## src/rtl/sw_gctl_pkg.sv

```systemverilog
package sw_gctl_pkg;
  localparam int REG_W = 16;

  localparam int CTL_RST_BIT      = 15;
  localparam int CTL_POLL_EN_BIT  = 14;
  localparam int CTL_LONG_FRM_BIT = 10;

  localparam int STS_READY_BIT    = 11;
  localparam int STS_STATE_LSB    = 12;

  typedef enum logic [1:0] {
    POLL_OFF  = 2'b00,
    POLL_INIT = 2'b01,
    POLL_RUN  = 2'b10
  } poll_state_e;
endpackage

```

## src/rtl/gctl_regfile.sv

```systemverilog
module gctl_regfile
  import sw_gctl_pkg::*;
#(
  parameter int ADDR_W       = 2,
  parameter int STATUS_ADDR  = 0,
  parameter int CONTROL_ADDR = 1,
  parameter bit POLL_AT_BOOT = 1'b1
) (
  input  logic              clk,
  input  logic              rst_n,
  input  logic              req_valid,
  output logic              req_ready,
  input  logic              req_write,
  input  logic [ADDR_W-1:0] req_addr,
  input  logic [REG_W-1:0]  req_wdata,
  output logic              rsp_valid,
  input  logic              rsp_ready,
  output logic [REG_W-1:0]  rsp_rdata,
  input  logic [REG_W-1:0]  status_word,
  output logic              rst_req_o,
  output logic              poll_en_o,
  output logic              long_frame_o
);
  localparam logic [ADDR_W-1:0] STS_A = ADDR_W'(STATUS_ADDR);
  localparam logic [ADDR_W-1:0] CTL_A = ADDR_W'(CONTROL_ADDR);
  localparam logic [REG_W-1:0]  CTL_RESET =
    (REG_W'(1) << CTL_RST_BIT) | (POLL_AT_BOOT ? (REG_W'(1) << CTL_POLL_EN_BIT) : '0);

  logic [REG_W-1:0] ctl_q, ctl_d;
  logic [REG_W-1:0] rdata_mux;
  logic             accept;

  assign req_ready = !rsp_valid || rsp_ready;
  assign accept    = req_valid && req_ready;

  // a reset request arriving while a pulse is out merges with that pulse
  always_comb begin
    ctl_d = ctl_q;
    ctl_d[CTL_RST_BIT] = 1'b0;
    if (accept && req_write && req_addr == CTL_A) begin
      ctl_d = req_wdata;
      ctl_d[CTL_RST_BIT] = req_wdata[CTL_RST_BIT] & ~ctl_q[CTL_RST_BIT];
    end
  end

  always_comb begin
    if (req_addr == CTL_A)      rdata_mux = ctl_q;
    else if (req_addr == STS_A) rdata_mux = status_word;
    else                        rdata_mux = '0;
  end

  always_ff @(posedge clk or negedge rst_n) begin
    if (!rst_n) ctl_q <= CTL_RESET;
    else        ctl_q <= ctl_d;
  end

  always_ff @(posedge clk or negedge rst_n) begin
    if (!rst_n) begin
      rsp_valid <= 1'b0;
      rsp_rdata <= '0;
    end else if (accept && !req_write) begin
      rsp_valid <= 1'b1;
      rsp_rdata <= rdata_mux;
    end else if (rsp_ready) begin
      rsp_valid <= 1'b0;
    end
  end

  assign rst_req_o    = ctl_q[CTL_RST_BIT];
  assign poll_en_o    = ctl_q[CTL_POLL_EN_BIT];
  assign long_frame_o = ctl_q[CTL_LONG_FRM_BIT];

  // request bit never stays set two cycles in a row
  a_r2_rst_self_clear: assert property (@(posedge clk) disable iff (!rst_n)
    rst_req_o |=> !rst_req_o);

  // held response keeps valid and data
  a_r9_rsp_hold: assert property (@(posedge clk) disable iff (!rst_n)
    (rsp_valid && !rsp_ready) |=> (rsp_valid && $stable(rsp_rdata)));

  // long-frame select moves only on an accepted control write
  a_r3_frame_sel_stable: assert property (@(posedge clk) disable iff (!rst_n)
    !(req_valid && req_ready && req_write) |=> $stable(long_frame_o));
endmodule

```

## src/rtl/gctl_ready_tracker.sv

```systemverilog
module gctl_ready_tracker #(
  parameter int NUM_UNITS = 4
) (
  input  logic                 clk,
  input  logic                 rst_n,
  input  logic                 clear_i,
  input  logic [NUM_UNITS-1:0] done_i,
  output logic                 ready_o
);
  logic [NUM_UNITS-1:0] seen_q;

  always_ff @(posedge clk or negedge rst_n) begin
    if (!rst_n)       seen_q <= '0;
    else if (clear_i) seen_q <= '0;
    else              seen_q <= seen_q | done_i;
  end

  assign ready_o = (&seen_q) & ~clear_i;

  // collected done flags only accumulate between reset pulses
  a_r4_seen_grows: assert property (@(posedge clk) disable iff (!rst_n)
    !clear_i |=> ((seen_q & $past(seen_q)) == $past(seen_q)));

  // readiness is withdrawn after every reset pulse
  a_r4_ready_drops: assert property (@(posedge clk) disable iff (!rst_n)
    clear_i |=> !ready_o);
endmodule

```

## src/rtl/gctl_poll_fsm.sv

```systemverilog
module gctl_poll_fsm
  import sw_gctl_pkg::*;
#(
  parameter int INIT_CYCLES = 8
) (
  input  logic        clk,
  input  logic        rst_n,
  input  logic        enable_i,
  input  logic        restart_i,
  output poll_state_e state_o,
  output logic        redetect_o
);
  localparam int CNT_W = (INIT_CYCLES > 1) ? $clog2(INIT_CYCLES) : 1;
  localparam logic [CNT_W-1:0] LAST = CNT_W'(INIT_CYCLES - 1);

  poll_state_e      state_q, state_d;
  logic [CNT_W-1:0] cnt_q;
  logic             go_init;

  always_comb begin
    state_d = state_q;
    go_init = 1'b0;
    if (restart_i && enable_i) begin
      go_init = 1'b1;
    end else if (!enable_i) begin
      state_d = POLL_OFF;
    end else begin
      case (state_q)
        POLL_OFF:  go_init = 1'b1;
        POLL_INIT: if (cnt_q == LAST) state_d = POLL_RUN;
        POLL_RUN:  state_d = POLL_RUN;
        default:   state_d = POLL_OFF;
      endcase
    end
    if (go_init) state_d = POLL_INIT;
  end

  always_ff @(posedge clk or negedge rst_n) begin
    if (!rst_n) begin
      state_q    <= POLL_OFF;
      cnt_q      <= '0;
      redetect_o <= 1'b0;
    end else begin
      state_q    <= state_d;
      redetect_o <= go_init;
      if (go_init)                 cnt_q <= '0;
      else if (state_q == POLL_INIT) cnt_q <= cnt_q + CNT_W'(1);
    end
  end

  assign state_o = state_q;

  // disabled enable forces the off code next cycle
  a_r5_off_when_disabled: assert property (@(posedge clk) disable iff (!rst_n)
    !enable_i |=> (state_o == POLL_OFF));

  // polling is never reached straight from off
  a_r6_no_skip_init: assert property (@(posedge clk) disable iff (!rst_n)
    (state_o == POLL_OFF) |=> (state_o != POLL_RUN));

  // re-detection pulse only accompanies the initialising state
  a_r6_redetect_in_init: assert property (@(posedge clk) disable iff (!rst_n)
    redetect_o |-> (state_o == POLL_INIT));

  // combined reset and enable restarts the unit
  a_r7_restart: assert property (@(posedge clk) disable iff (!rst_n)
    (restart_i && enable_i) |=> (state_o == POLL_INIT && redetect_o));
endmodule

```

## src/rtl/sw_gctl_top.sv

```systemverilog
module sw_gctl_top
  import sw_gctl_pkg::*;
#(
  parameter int NUM_UNITS    = 4,
  parameter int INIT_CYCLES  = 8,
  parameter int ADDR_W       = 2,
  parameter int STATUS_ADDR  = 0,
  parameter int CONTROL_ADDR = 1,
  parameter bit POLL_AT_BOOT = 1'b1
) (
  input  logic                 clk,
  input  logic                 rst_n,
  input  logic                 req_valid,
  output logic                 req_ready,
  input  logic                 req_write,
  input  logic [ADDR_W-1:0]    req_addr,
  input  logic [15:0]          req_wdata,
  output logic                 rsp_valid,
  input  logic                 rsp_ready,
  output logic [15:0]          rsp_rdata,
  input  logic [NUM_UNITS-1:0] unit_done_i,
  output logic                 unit_rst_o,
  output logic                 init_ready_o,
  output logic [1:0]           poll_state_o,
  output logic                 phy_redetect_o,
  output logic                 max_frame_long_o
);
  logic             rst_req, poll_en, ready;
  poll_state_e      pstate;
  logic [REG_W-1:0] status_word;

  always_comb begin
    status_word = '0;
    status_word[STS_READY_BIT] = ready;
    status_word[STS_STATE_LSB +: 2] = pstate;
  end

  gctl_regfile #(
    .ADDR_W(ADDR_W), .STATUS_ADDR(STATUS_ADDR),
    .CONTROL_ADDR(CONTROL_ADDR), .POLL_AT_BOOT(POLL_AT_BOOT)
  ) regs_i (
    .clk(clk), .rst_n(rst_n),
    .req_valid(req_valid), .req_ready(req_ready), .req_write(req_write),
    .req_addr(req_addr), .req_wdata(req_wdata),
    .rsp_valid(rsp_valid), .rsp_ready(rsp_ready), .rsp_rdata(rsp_rdata),
    .status_word(status_word),
    .rst_req_o(rst_req), .poll_en_o(poll_en), .long_frame_o(max_frame_long_o)
  );

  gctl_ready_tracker #(.NUM_UNITS(NUM_UNITS)) ready_i (
    .clk(clk), .rst_n(rst_n), .clear_i(rst_req),
    .done_i(unit_done_i), .ready_o(ready)
  );

  gctl_poll_fsm #(.INIT_CYCLES(INIT_CYCLES)) poll_i (
    .clk(clk), .rst_n(rst_n), .enable_i(poll_en), .restart_i(rst_req),
    .state_o(pstate), .redetect_o(phy_redetect_o)
  );

  assign unit_rst_o   = rst_req;
  assign init_ready_o = ready;
  assign poll_state_o = pstate;

  // the unit reset pulse is one cycle wide
  a_r2_single_pulse: assert property (@(posedge clk) disable iff (!rst_n)
    unit_rst_o |=> !unit_rst_o);

  // ready is low right after the pulse
  a_r4_not_ready_after_pulse: assert property (@(posedge clk) disable iff (!rst_n)
    unit_rst_o |=> !init_ready_o);
endmodule

```

## config.mk

```make
export PLATFORM = sky130hd
export DESIGN_NAME = sw_gctl_top
export DESIGN_NICKNAME = d
export VERILOG_FILES = /design/src/rtl/sw_gctl_pkg.sv /design/src/rtl/gctl_regfile.sv /design/src/rtl/gctl_ready_tracker.sv /design/src/rtl/gctl_poll_fsm.sv /design/src/rtl/sw_gctl_top.sv
export SDC_FILE = /design/constraint.sdc
export NUM_CORES = 1
export LEC_CHECK = 0
export ABC_AREA = 1
export BUFFER_PORTS_ARGS = -buffer_cell sky130_fd_sc_hd__buf_2
export CAP_MARGIN = 20
export CORE_ASPECT_RATIO = 0.9
export CORE_MARGIN = 2
export CORE_UTILIZATION = 39
export DETAILED_ROUTE_END_ITERATION = 10
export PLACE_DENSITY = 0.64
export SLEW_MARGIN = 20
export SYNTH_ARGS = -nofsm -noshare
export SYNTH_HDL_FRONTEND = slang
export SYNTH_HIERARCHICAL = 1
export SYNTH_SLANG_ARGS = --single-unit
```

## constraint.sdc

```tcl
create_clock -name clk -period 2.7 [get_ports clk]
set_clock_uncertainty 0.05 [all_clocks]
set_input_delay 0.27 -clock clk [delete_from_list [all_inputs] [get_ports clk]]
set_output_delay 0.27 -clock clk [all_outputs]
set_load 0.01 [all_outputs]
```

-- Yosys cells after proc, flatten, opt, wreduce, memory -nomap -nowiden
Index checks and enable logic that the tools add are counted.
- add/sub/neg operators: 1
- equality and inequality tests: 7
- muxes and demuxes: 16
- bitwise operators: 4
- reductions and logical operators: 14
- operator list (operator ; count):
    2-to-1 mux 16 bit ; 2
    2-to-1 mux 14 bit ; 1
    2-to-1 mux 2 bit ; 4
    2-to-1 mux 3 bit ; 2
    case mux 2 bit (3 select lines) ; 1
    logical AND 1 bit ; 5
    2-to-1 mux 1 bit ; 5
    == test 2 x 1 -> 1 bit (second input constant) ; 2
    logical NOT 2 bit ; 2
    2-to-1 mux 4 bit ; 1
    inequality test 4 x 2 -> 1 bit (second input constant) ; 1
    OR 4 bit ; 1
    AND reduction 4 bit ; 1
    nonzero test 2 bit ; 2
    adder 3 x 1 -> 3 bit (second input constant) ; 1
    == test 3 bit (second input constant) ; 1
    inequality test 3 x 2 -> 1 bit (second input constant) ; 1
    AND reduction 3 bit ; 1
    AND 1 bit ; 2
    == test 2 bit (second input constant) ; 1
    logical NOT 1 bit ; 2
    inequality test 2 x 1 -> 1 bit (second input constant) ; 1
    logical OR 1 bit ; 1
    NOT 1 bit ; 1
- bits in registers: 43
- word-level logic and storage cells: 50

-- Depth between registers and ports, before layout
- depth in word-level cells: 6
- gate-level depth with buffers: 7
- mapped depth without buffers: 7

-- By module
The synthesis kept the hierarchy.
- by module, submodules not included (module ; instances ; cells an instance ; area an instance (um^2) ; sequential area each (um^2)):
    gctl_regfile ; 1 ; 211 ; 1636.6 ; 828.3
    gctl_poll_fsm ; 1 ; 39 ; 350.3 ; 150.1
    gctl_ready_tracker ; 1 ; 16 ; 151.4 ; 100.1
    sw_gctl_top ; 1 ; 1 ; 3.8 ; 0.0

-- Worst setup path before layout
Ideal clock, no wire load.
- path type: reg2reg
- start: reg regs_i.rsp_valid
- end: reg regs_i.rsp_rdata[4]
- library setup time: 65 ps
- arrival: 1120 ps
- slack: 1465 ps
- cell stages (with the launch flop): 7
- path buffers: 1
- period minus slack after synthesis: 1235 ps
- cells stage by stage: dfrtp_1 nand2_4 nand2_4 nor2_2 buf_2 nand2_1 nand2_1
- word-level cells in the longest chain between the ends: 4
- ends and longest elaborated chain (element ; RTL line ; source):
    from (decl) ; gctl_regfile.sv:16 ; output logic rsp_valid,
    from (signal assigned) ; gctl_regfile.sv:59 ; rsp_valid <= 1'b0;
    from (signal assigned) ; gctl_regfile.sv:62 ; rsp_valid <= 1'b1;
    from (signal assigned) ; gctl_regfile.sv:65 ; rsp_valid <= 1'b0;
    logical NOT 1 bit ; gctl_regfile.sv:33 ; assign req_ready = !rsp_valid || rsp_ready;
    logical OR 1 bit ; gctl_regfile.sv:33 ;
    via req_ready ; sw_gctl_top.sv:14 ; output logic req_ready,
    logical AND 1 bit ; gctl_regfile.sv:34 ; assign accept = req_valid && req_ready;
    logical AND 1 bit ; gctl_regfile.sv:61 ; end else if (accept && !req_write) begin
    to (signal assigned) ; gctl_regfile.sv:63 ; rsp_rdata <= rdata_mux;
    to (decl) ; gctl_regfile.sv:18 ; output logic [REG_W-1:0] rsp_rdata,
The timed path passes the listed nets, and every way through them passes these cells.
A chain may end at the register's enable or synchronous reset.

-- Final worst setup path
- start: reg regs_i.ctl_q[15]
- end: out init_ready_o
- word-level cells in the longest chain between the ends: 2
- ends and longest elaborated chain (element ; RTL line ; source):
    from (decl) ; gctl_regfile.sv:29 ; logic [REG_W-1:0] ctl_q, ctl_d;
    from (signal assigned) ; gctl_regfile.sv:54 ; else ctl_q <= ctl_d;
    NOT 1 bit ; gctl_ready_tracker.sv:18 ; assign ready_o = (&seen_q) & ~clear_i;
    AND 1 bit ; gctl_ready_tracker.sv:18 ;
    to (decl) ; sw_gctl_top.sv:23 ; output logic init_ready_o,
Every way passes these cells.

==> flow_metrics.py <==
metrics = {
    "placed_design": {
        "place.gp.congestion": 0.741,
        "io_buffers": 50,
        "pre_cts_ws_ns": 1.13,
        "hpwl_um": 3210,
    },
    "cts": {
        "cts_setup_buffers": 0,
        "cts_resized": 0,
        "cts_tree": "yes",
        "cts_buffer_depth": 2,
        "holdBufCountCts": 0,
        "cts.clk_slew.worst_paths_ns": 0.08,
        "worstSkewPairLatency_ns": 0.29,
        "cts_buffers": 5,
        "htree_num_levels": 2,
        "ctsRootBufferMaster": "clkbuf_8",
        "cts.sinks": 43,
    },
    "synth": {
        "synth_top_flop_cell": "dfrtp_1",
        "synth_top_area_frac": 0.479,
        "yosys.area.top_type": "dfrtp_1",
        "synth.distinct_cells": 25,
        "synthArstFlopShare": 1.00,
        "synthTopCellsByArea": "dfrtp_1 (48%), nand2_1 (22%), o21bai_1 (5.3%)",
        "synth-seq-area-share": 0.504,
        "avgSynthCellArea_um2": 8.02,
        "synthTopCellsByCount": "nand2_1 (125), dfrtp_1 (41), nand3_1 (22), inv_1 (21), o21bai_1 (15)",
        "ys_ff_latch": 43,
        "yosys_warnings": 6,
        "yosysMostFrequentCell": "nand2_1",
        "synth-edff-count": 0,
        "synthCells": 267,
        "synth_area_um2": 2140,
    },
    "grt": {
        "grt_first_pass_wirelength_um": 7760,
        "first_global_vias": 1689,
        "grt.total_usage": 0.168,
        "grt_start_max_net_pins": 44,
        "antenna_found_initial": 0,
        "grt_overflow_total": 0,
    },
    "final_layout": {
        "area_delta_synth_final_pct": 21.7,
        "n_antenna_cell": 0,
        "num-nets-final": 358,
        "drive_gt1_frac": 0.226,
    },
    "worst_setup_path": {
        "critPathKind": "reg -> out",
        "cp_data_arrival_time_ns": 1.26,
        "start_kind": "flop",
        "worst-r2r-setup-slack_ns": 1.20,
        "cp-endpoint": "init_ready_o",
        "r2r_cells": 5,
        "crit_fanout": 10,
        "cp.required_ns": 2.38,
        "r2r-end": "regs_i/rsp_rdata[15]$_DFFE_PN0P_",
        "worstSetupEndpointType": "output pin",
        "reg2reg_from": "regs_i/rsp_valid$_DFFE_PN0P_",
        "cp-startpoint": "regs_i/ctl_q[15]$_DFF_PN1_",
    },
    "floorplan": {
        "io_pins": 51,
        "die_w_um": 82.1,
        "dieArea_um2": 6100,
        "rows": 25,
        "fp.dieH_um": 74.3,
        "coreArea_um2": 5290,
        "start_util": 0.405,
    },
    "timing": {
        "worst_pin_slew_ns": 0.932,
        "post-route-period-util": 0.585,
        "setup_ws_ns": 1.12,
        "maxSlewViolCount": 0,
        "finalHoldViolCount": 0,
        "finalSetupViolCount": 0,
        "final.min_clock_period_ns": 1.58,
        "fmax_mhz": 633,
        "slew_headroom": 0.378,
        "setup-tns-final_ns": 0,
        "rsz0062_at_grt": "no",
    },
    "detailed_routing": {
        "wire_per_inst_um": 11.5,
        "first_pass_iters": 4,
        "first_iter_violations": 58,
        "detail-route-antenna-nets": 0,
        "vias": 1770,
        "vias_per_cell": 4.48,
        "routed_wl_um": 4520,
        "drc": 0,
    },
    "power_and_ir_drop": {
        "power_density_nw_per_um2": 746,
        "ir_drop_mv": 0.403,
        "leakage_uw": 0.00146,
    },
    "status": {
        "status": "finished, final reports clean",
    },
    "worst_hold_path": {
        "holdCritPathClass": "in -> async",
    },
    "job": {
        "cap_violations": 0,
    },
}
[kinds of logic (layout without fill, tap and decap cells)]
family,Yosys count,count (layout),synth area share
simple gates,169,169,0.349
flops,43,43,0.504
buf+inv,33,82,0.0637
compound gates,17,17,0.0590
fa+ha+maj,4,4,0.0234
other cells,1,13,0.00175
[worst max-delay path, cell delays in order (launching register included)]
cell     delay, ns
dfstp_2       0.66
inv_2         0.06
nand2_2       0.07
nor2_2        0.05
buf_2         0.13
[power breakdown]
group	total, uW	leakage [uW]	internal (uW)	switching, uW
Combinational	500	0.000868	206	294
Clock	579	0.0000654	370	210
Sequential	866	0.000524	778	87.9
Total	1950	0.00146	1350	592
[how the worst min path moves through the flow]
stage / end / start
floorplan: poll_i/cnt_q[0]$_DFFE_PN0P_ / rst_n
global placement: regs_i/rsp_valid$_DFFE_PN0P_ / rst_n
detailed placement: regs_i/rsp_valid$_DFFE_PN0P_ / rst_n
CTS: regs_i/rsp_valid$_DFFE_PN0P_ / rst_n
global route: regs_i/ctl_q[14]$_DFFE_PN1P_ / req_wdata[14]
finish: regs_i/rsp_valid$_DFFE_PN0P_ / rst_n
[sequential cells by signal, indices dropped and copies added, names as in the netlist]
signal and flops:
regs_i/rsp_valid 1, regs_i/ctl_q 16, poll_i/cnt_q 3, poll_i/state_o 2, regs_i/rsp_rdata 16, poll_i/redetect_o 1, ready_i/seen_q 4
[stage by stage]
step | hold slack [ns] | total power (uW) | util | instance area (um^2) | cells
6_report | 0.0660 | 1950 | 0.493 | 2610 | 395
5_1_grt | 0.123 | 2080 | 0.493 | 2610 | 395
4_1_cts | 0.0966 | 1970 | 0.493 | 2610 | 395
3_5_place_dp | 0.411 | 1380 | 0.468 | 2470 | 387
3_3_place_gp | 0.408 | 1370 | 0.468 | 2470 | 387
2_1_floorplan | -0.0756 | 1210 | - | 2190 | 279
[metal layers]
layer | up-vias | share of wire | global-route usage
met5 | - | 0 | 0
met4 | 0 | 0 | 0.0444
met3 | 0 | 0.045 | 0.0437
met2 | 34 | 0.47 | 0.271
met1 | 809 | 0.49 | 0.226
li1 | 927 | - | -
[cell type report]
type | instances | area [um^2]
Sequential cell | 43 | 1080
Tap cell | 67 | 83.8
Inverter | 24 | 90.1
Multi-Input combinational cell | 203 | 972
Clock buffer | 6 | 72.6
Clock inverter | 2 | 60.1
Fill cell | 546 | 2680
Timing Repair Buffer | 50 | 250
[cell usage in the layout (no fill, tap or decap)]
cell type  count
nand2_1      125
buf_2         50
dfrtp_1       41
nand3_1       22
inv_1         21
o21bai_1      15
conb_1        13
nor2_1         8
clkbuf_8       5
ha_1           4
nor2_4         3
inv_2          3
bufinv_16      2
nand2_2        2
nor2_2         2
nand2_4        2
dfstp_2        2
clkbuf_1       1
o21ai_2        1
o21ai_1        1
nor2_8         1
nand4_1        1
nand3_4        1
nor3_1         1
nand3b_1       1
Power figures use the tool's default switching activity.
